## config.mk

```make
export PLATFORM = sky130hd
export DESIGN_NAME = wpt_match_unit
export DESIGN_NICKNAME = d
export VERILOG_FILES = /design/src/rtl/wpt_pkg.sv /design/src/rtl/wpt_regs.sv /design/src/rtl/wpt_qual.sv /design/src/rtl/wpt_match_unit.sv
export SDC_FILE = /design/constraint.sdc
export NUM_CORES = 1
export LEC_CHECK = 0
export BUFFER_PORTS_ARGS = -buffer_cell sky130_fd_sc_hd__buf_2
export CORE_UTILIZATION = 30
export CTS_CLUSTER_DIAMETER = 40
export DETAILED_ROUTE_END_ITERATION = 10
export GPL_TIMING_DRIVEN = 0
export PLACE_DENSITY = 0.53
export SLEW_MARGIN = 5
export SYNTH_ARGS = -nofsm -noshare
export SYNTH_HDL_FRONTEND = slang
export SYNTH_SLANG_ARGS = --single-unit
```

## constraint.sdc

```tcl
create_clock -name clk -period 1.6 [get_ports clk]
set_clock_uncertainty 0.1 [all_clocks]
set_input_delay 0.32 -clock clk [delete_from_list [all_inputs] [get_ports clk]]
set_output_delay 0.32 -clock clk [all_outputs]
set_load 0.03 [all_outputs]
```

## src/rtl/wpt_pkg.sv

```systemverilog
package wpt_pkg;
  localparam int LANES  = 4;
  localparam int LSB    = $clog2(LANES);
  localparam int CTRL_W = 16;

  typedef enum logic [2:0] {
    K_LOAD  = 3'd0,
    K_STORE = 3'd1,
    K_SWAP  = 3'd2,
    K_LDEX  = 3'd3,
    K_STEX  = 3'd4
  } acc_kind_e;

  typedef struct packed {
    logic [1:0]       sec;
    logic [4:0]       rsv;
    logic [LANES-1:0] lanes;
    logic [1:0]       kind;
    logic [1:0]       priv;
    logic             en;
  } wctl_t;

  localparam logic [CTRL_W-1:0] CTRL_WMASK = 16'hC1FF;
endpackage

```

## src/rtl/wpt_regs.sv

```systemverilog
module wpt_regs
  import wpt_pkg::*;
#(
  parameter int ADDR_W = 32
) (
  input  logic                  clk,
  input  logic                  rst_n,
  input  logic                  wr_en,
  input  logic                  sel,
  input  logic [ADDR_W-1:0]     wdata,
  output logic [ADDR_W-1:0]     rdata,
  output logic [ADDR_W-1:LSB]   addr_q,
  output wctl_t                 ctrl_q
);
  always_ff @(posedge clk) begin
    if (!rst_n) begin
      addr_q <= '0;
      ctrl_q <= '0;
    end else if (wr_en) begin
      if (sel) ctrl_q <= wctl_t'(wdata[CTRL_W-1:0] & CTRL_WMASK);
      else     addr_q <= wdata[ADDR_W-1:LSB];
    end
  end

  always_comb begin
    rdata = '0;
    if (sel) rdata[CTRL_W-1:0] = ctrl_q;
    else     rdata[ADDR_W-1:LSB] = addr_q;
  end
endmodule

```

## src/rtl/wpt_qual.sv

```systemverilog
module wpt_qual
  import wpt_pkg::*;
(
  input  wctl_t            ctrl,
  input  logic [LANES-1:0] lanes,
  input  logic [2:0]       kind,
  input  logic             priv,
  input  logic             nonsec,
  input  logic             mon_ok,
  output logic             ok
);
  logic [LANES-1:0] lane_and;
  logic sec_ok, priv_ok, kind_ok, lane_ok, ld_m, st_m;

  for (genvar i = 0; i < LANES; i++) begin : g_lane
    assign lane_and[i] = lanes[i] & ctrl.lanes[i];
  end
  assign lane_ok = |lane_and;

  always_comb begin
    unique case (ctrl.sec)
      2'b00:   sec_ok = 1'b1;
      2'b01:   sec_ok = nonsec;
      2'b10:   sec_ok = !nonsec;
      default: sec_ok = 1'b0;
    endcase
  end

  always_comb begin
    unique case (ctrl.priv)
      2'b01:   priv_ok = priv;
      2'b10:   priv_ok = !priv;
      2'b11:   priv_ok = 1'b1;
      default: priv_ok = 1'b0;
    endcase
  end

  assign ld_m = ctrl.kind[0];
  assign st_m = ctrl.kind[1];

  always_comb begin
    case (kind)
      K_LOAD:  kind_ok = ld_m;
      K_STORE: kind_ok = st_m;
      K_SWAP:  kind_ok = ld_m | st_m;
      K_LDEX:  kind_ok = ld_m;
      K_STEX:  kind_ok = st_m & mon_ok;
      default: kind_ok = 1'b0;
    endcase
  end

  assign ok = sec_ok & priv_ok & kind_ok & lane_ok;
endmodule

```

## src/rtl/wpt_match_unit.sv

```systemverilog
module wpt_match_unit
  import wpt_pkg::*;
#(
  parameter int ADDR_W = 32
) (
  input  logic              clk,
  input  logic              rst_n,
  input  logic              reg_wr_en,
  input  logic              reg_sel,
  input  logic [ADDR_W-1:0] reg_wdata,
  output logic [ADDR_W-1:0] reg_rdata,
  input  logic              acc_valid,
  output logic              acc_ready,
  input  logic [ADDR_W-1:0] acc_addr,
  input  logic [LANES-1:0]  acc_lanes,
  input  logic [2:0]        acc_kind,
  input  logic              acc_priv,
  input  logic              acc_nonsec,
  input  logic              acc_mon_ok,
  output logic              wp_hit
);
  logic [ADDR_W-1:LSB] addr_q;
  wctl_t               ctrl_q;
  logic                qual_ok, addr_eq, hit_d, hit_q;

  wpt_regs #(.ADDR_W(ADDR_W)) u_regs (
    .clk    (clk),
    .rst_n  (rst_n),
    .wr_en  (reg_wr_en),
    .sel    (reg_sel),
    .wdata  (reg_wdata),
    .rdata  (reg_rdata),
    .addr_q (addr_q),
    .ctrl_q (ctrl_q)
  );

  wpt_qual u_qual (
    .ctrl   (ctrl_q),
    .lanes  (acc_lanes),
    .kind   (acc_kind),
    .priv   (acc_priv),
    .nonsec (acc_nonsec),
    .mon_ok (acc_mon_ok),
    .ok     (qual_ok)
  );

  assign acc_ready = 1'b1;
  assign addr_eq   = (acc_addr[ADDR_W-1:LSB] == addr_q);
  assign hit_d     = acc_valid & acc_ready & ctrl_q.en & addr_eq & qual_ok;

  always_ff @(posedge clk) begin
    if (!rst_n) hit_q <= 1'b0;
    else        hit_q <= hit_d;
  end

  assign wp_hit = hit_q;
endmodule

```

### After elaboration in Yosys (flattened, before gate mapping)

Cells that the tools add are included.

| word-level totals | value |
|---|---|
| register bits | 42 |
| input port bits | 79 |
| output and inout bits | 34 |
| logic and storage cells | 44 |

| operators by class | value |
|---|---|
| equal/unequal tests | 10 |
| multiplexer cells | 6 |
| bitwise gates (word level) | 13 |
| reduce and logical (&&, ||, !) cells | 8 |

Operators by type and width:

| operator | count |
|---|---|
| equality test 30 bit | 1 |
| two-way mux 16 bit | 1 |
| two-way mux 14 bit | 1 |
| bitwise AND 1 bit | 11 |
| equality test 2 bit, second input constant | 3 |
| equality test 3 x 2 -> 1 bit, second input constant | 2 |
| case mux 1 bit (3 select lines) | 2 |
| equality test 2 x 1 -> 1 bit, second input constant | 2 |
| case mux 1 bit (4 select lines) | 1 |
| AND reduction 2 bit | 2 |
| OR reduction 4 bit | 1 |
| equality test 3 x 1 -> 1 bit, second input constant | 1 |
| equality test 3 bit, second input constant | 1 |
| logical NOT 3 bit | 1 |
| logical NOT 1 bit | 2 |
| logical NOT 2 bit | 1 |
| two-way mux 2 bit | 1 |
| OR reduction 2 bit | 1 |
| inverter 1 bit | 1 |
| bitwise OR 1 bit | 1 |

### Depth between registers and ports, before layout

| depth | value |
|---|---|
| word-level depth | 6 |
| depth in mapped cells | 5 |
| gate-level depth less buffers | 4 |

### By module

Synthesis repeated with hierarchy kept, for this count alone.

| second synthesis, totals | value |
|---|---|
| cells, all modules | 268 |
| area, all modules | 2,427.3 µm² |

By module, submodules not included:

| module | times used | cells each | area each (µm²) | sequential area each (µm²) |
|---|---|---|---|---|
| wpt_regs | 1 | 212 | 1,953.1 | 820.8 |
| wpt_match_unit | 1 | 45 | 384.1 | 20.0 |
| wpt_qual | 1 | 11 | 90.1 | 0.0 |

### Least setup slack after synthesis

Ideal clock, no wire load.

| timing | value |
|---|---|
| path type | input port to output port |
| from | input reg_sel |
| to | output reg_rdata[14] |
| arrival | 1,145 ps |
| required time | 1,180 ps |
| slack | 35 ps |
| stages on the path | 3 |
| path buffers | 2 |
| path through | buf_2 > buf_2 > mux2_1 |

| on the way | value |
|---|---|
| cells in the longest elaborated chain, start to end | 1 |

RTL lines:

| item | RTL line | RTL |
|---|---|---|
| start: declaration | wpt_match_unit.sv:9 | `input logic reg_sel,` |
| two-way mux 14 bit | wpt_regs.sv:27 | `if (sel) rdata[CTRL_W-1:0] = ctrl_q;` |
| end: declaration | wpt_match_unit.sv:11 | `output logic [ADDR_W-1:0] reg_rdata,` |

No other way between the ends.

### Final worst setup path

| timing | value |
|---|---|
| from | register u_regs.addr_q[14] in the netlist's numbering |
| to | output reg_rdata[14] |

| on the way | value |
|---|---|
| cells in the longest elaborated chain, start to end | 1 |

RTL lines:

| item | RTL line | RTL |
|---|---|---|
| start: declaration | wpt_regs.sv:12 | `output logic [ADDR_W-1:LSB] addr_q,` |
| start signal: assignment | wpt_regs.sv:21 | `else addr_q <= wdata[ADDR_W-1:LSB];` |
| two-way mux 14 bit | wpt_regs.sv:27 |  |

No other way between the ends.

==> flow_results.xml <==
<?xml version="1.0" encoding="UTF-8"?>
<metrics>
  <group name="place">
    <metric name="globalplace.congestion" unit="">0.700</metric>
    <metric name="port-buffer-count" unit="">108</metric>
    <metric name="place_hpwl" unit="um">5120</metric>
  </group>
  <group name="synthesis">
    <metric name="synth.yosys.seq_area_share" unit="%">37.5</metric>
    <metric name="syn_nets" unit="">352</metric>
    <metric name="synthesis.instances" unit="">273</metric>
    <metric name="yosys-top-cells-area" unit="">dfxtp_1 38%, nand2_1 14%, a21boi_1 14%, xor2_1 11%, nor2b_1 5.9%</metric>
    <metric name="postSynthAreaPerCell" unit="um^2">8.21</metric>
    <metric name="synth_top_cell_by_area" unit="">dfxtp_1</metric>
    <metric name="synth-seq-cells" unit="">42</metric>
    <metric name="mappedNetlistArea" unit="um^2">2240</metric>
    <metric name="count_of_different_cell_masters_after_synthesis" unit="">26</metric>
    <metric name="synth_warnings" unit="">0</metric>
    <metric name="yosys.area.top_type_share" unit="%">37.5</metric>
  </group>
  <group name="worst_hold_path">
    <metric name="holdCritPathClass" unit="">in2reg</metric>
  </group>
  <group name="die">
    <metric name="die_area" unit="um^2">7820</metric>
    <metric name="die_h" unit="um">88.5</metric>
    <metric name="fp-row-count" unit="">31</metric>
    <metric name="floorplan.initialDensity" unit="%">30.9</metric>
    <metric name="die_w" unit="um">88.5</metric>
    <metric name="ioPinCount" unit="">113</metric>
    <metric name="core-area" unit="um^2">7250</metric>
  </group>
  <group name="route">
    <metric name="drt-total-wl" unit="um">6640</metric>
    <metric name="first_iter_violations" unit="">82</metric>
    <metric name="detailed_route_vias_per_instance" unit="">4.42</metric>
    <metric name="first_pass_iters" unit="">4</metric>
    <metric name="antenna_violating_nets_post_route" unit="">0</metric>
    <metric name="routed-via-count" unit="">2152</metric>
    <metric name="drc" unit="">0</metric>
    <metric name="routed_wire_length_per_instance" unit="um">13.6</metric>
  </group>
  <group name="critical_path">
    <metric name="r2r_start" unit="">u_regs.addr_q[13]$_SDFFE_PN0P_</metric>
    <metric name="category_of_the_worst_setup_path_launch_point" unit="">flop</metric>
    <metric name="ff_to_ff_end" unit="">wp_hit$_SDFF_PN0_</metric>
    <metric name="setup.reg_to_reg.worst_slack" unit="ps">150</metric>
    <metric name="r2r.worst_path.cells" unit="">4</metric>
    <metric name="worstSetupPathType" unit="">reg2out</metric>
    <metric name="cp_data_required_time" unit="ps">1180</metric>
    <metric name="type_of_destination_of_the_critical_path" unit="">primary output</metric>
    <metric name="critical_path.max_fanout" unit="">3</metric>
    <metric name="critical_path_arrival" unit="ps">1140</metric>
    <metric name="timing.critical_path.from" unit="">u_regs.addr_q[14]$_SDFFE_PN0P_</metric>
    <metric name="critical_path.endpoint" unit="">reg_rdata[14]</metric>
  </group>
  <group name="finish">
    <metric name="num_antenna_cells" unit="">0</metric>
    <metric name="layout-area-overhead-vs-synth" unit="%">34.6</metric>
    <metric name="mostFrequentLayoutCell" unit="">buf_2</metric>
    <metric name="layout_common_cells" unit="">115 x buf_2, 84 x nand2_1, 42 x dfxtp_1</metric>
    <metric name="post_route_cells_drive_above_1_share" unit="%">33.2</metric>
    <metric name="final_net_count" unit="">467</metric>
    <metric name="postLayoutCoreUtil" unit="%">41.6</metric>
  </group>
  <group name="clocking">
    <metric name="clock_insertion_delay_worst_skew" unit="ps">290</metric>
    <metric name="clkTransAtPathRegs" unit="ps">80</metric>
    <metric name="htree_num_levels" unit="">2</metric>
    <metric name="clock_tree_from_tritoncts" unit="">yes</metric>
    <metric name="clock-sinks" unit="">42</metric>
    <metric name="cts-buffers-inserted" unit="">5</metric>
    <metric name="cts_root_buf" unit="">clkbuf_8</metric>
    <metric name="max-clock-path-buffers" unit="">2</metric>
  </group>
  <group name="grt">
    <metric name="gr-usage-all-layers" unit="%">17.3</metric>
    <metric name="grt_max_degree" unit="">12</metric>
    <metric name="global_route_wire_length_before_repair" unit="um">9960</metric>
    <metric name="grt_overflow" unit="">0</metric>
    <metric name="grt_pass1_vias" unit="">1984</metric>
    <metric name="antenna_found_initial" unit="">0</metric>
  </group>
  <group name="timing">
    <metric name="post-route-min-period" unit="ps">1560</metric>
    <metric name="rsz_0062_raised_after_global_routing" unit="">no</metric>
    <metric name="finalSetupViolCount" unit="">0</metric>
    <metric name="worstMarginPinSlew" unit="ps">529</metric>
    <metric name="fmax" unit="GHz">0.640</metric>
    <metric name="worst_slew_margin_rel" unit="%">64.8</metric>
    <metric name="final-max-slew-violation-count" unit="">0</metric>
    <metric name="period_share" unit="%">97.6</metric>
    <metric name="finalHoldViolations" unit="">0</metric>
    <metric name="final.hold.worst_slack" unit="ps">157</metric>
  </group>
  <group name="power_and_ir_drop">
    <metric name="max-vdd-ir-drop" unit="uV">339</metric>
    <metric name="power-per-cell-area" unit="nW/um^2">746</metric>
    <metric name="p_leak" unit="nW">1.44</metric>
  </group>
  <group name="job">
    <metric name="max_cap_violations" unit="">0</metric>
  </group>
  <group name="run_status">
    <metric name="run_status" unit="">finished clean</metric>
  </group>
</metrics>
==> critical path, cell delays in order, from the launching register on <==
cell and delay (ps):
dfxtp_1 340, mux2_1 310, clkbuf_4 190
==> flip-flops by register name, summed over array words and instances, names as in the netlist <==
register,cells
u_regs.addr_q,30
wp_hit,1
u_regs.ctrl_q,11
==> what timing repair did <==
item                                    CTS  global route
buffers inserted                          0             0
pin swaps                                 0             0
hold buffers                              0             0
gates resized for setup                   8             3
endpoints found under the setup margin   27             4
==> cells by family (layout without fill, tap and decap cells) <==
logic type                Yosys count  count (layout)  synth area share [%]
and+or+nand+nor                   125             125                  25.8
muxes                              11              11                  5.41
DFF                                42              42                  37.5
AOI/OAI and AO/OA                  46              46                  15.5
other                               1               1                 0.167
xor gates and xnor gates           31              31                  12.1
buffers and inverters              17             132                  3.52
==> power breakdown <==
group | total, W | switching [W] | internal, W
Clock | 0.000655 | 0.000354 | 0.000301
Sequential | 0.00113 | 0.0000390 | 0.00109
Combinational | 0.000464 | 0.000256 | 0.000208
==> worst min path at each step <==
stage,start,to,cells after the start
5_1_grt,reg_wdata[20],u_regs.addr_q[20]$_SDFFE_PN0P_,3
4_1_cts,reg_wdata[12],u_regs.addr_q[12]$_SDFFE_PN0P_,3
3_3_place_gp,u_regs.ctrl_q[0]$_SDFFE_PN0P_,u_regs.ctrl_q[0]$_SDFFE_PN0P_,2
6_report,reg_wdata[12],u_regs.addr_q[12]$_SDFFE_PN0P_,3
2_1_floorplan,u_regs.ctrl_q[1]$_SDFFE_PN0P_,u_regs.ctrl_q[1]$_SDFFE_PN0P_,2
3_5_place_dp,u_regs.ctrl_q[2]$_SDFFE_PN0P_,u_regs.ctrl_q[2]$_SDFFE_PN0P_,2
==> cells in the mapped netlist, drive strengths merged <==
master,count
buf,11
conb,1
nor4,6
a221o,1
xor2,28
a211oi,1
dfxtp,42
nor2,2
nor3,1
nand3,2
mux2,9
nand2b,2
clkbuf,6
nand4,3
xnor2,3
a21boi,41
nor2b,22
nand2,84
mux2i,2
and2,3
a22oi,2
o31ai,1
==> through the flow <==
stage	power [W]	std cells	area [um^2]	setup TNS, ps	setup WS, ps
3_5_place_dp	0.00162	480	2910	-4170	-238
3_3_place_gp	0.00161	480	2910	-4380	-255
4_1_cts	0.00228	487	3010	0	1.99
6_report	0.00225	487	3020	0	38.0
5_1_grt	0.00237	487	3020	0	1.25
2_1_floorplan	0.00141	273	2240	0	35.1
==> area by class of cell <==
type	count	area (um^2)
Multi-Input combinational cell	214	1330
Timing Repair Buffer	108	543
Sequential cell	42	841
Fill cell	785	4240
Clock buffer	7	76.3
Buffer	17	105
Tap cell	99	124
==> routing by layer <==
metal / up-vias / routed length [um] / track usage, %
met3: 6 / 435 / 3.92
met2: 74 / 3030 / 28.6
met4: 0 / 60 / 4.40
met5: - / 0 / 0
li1: 1121 / - / -
met1: 951 / 3110 / 22.9
(Power assumes the default switching activity.)
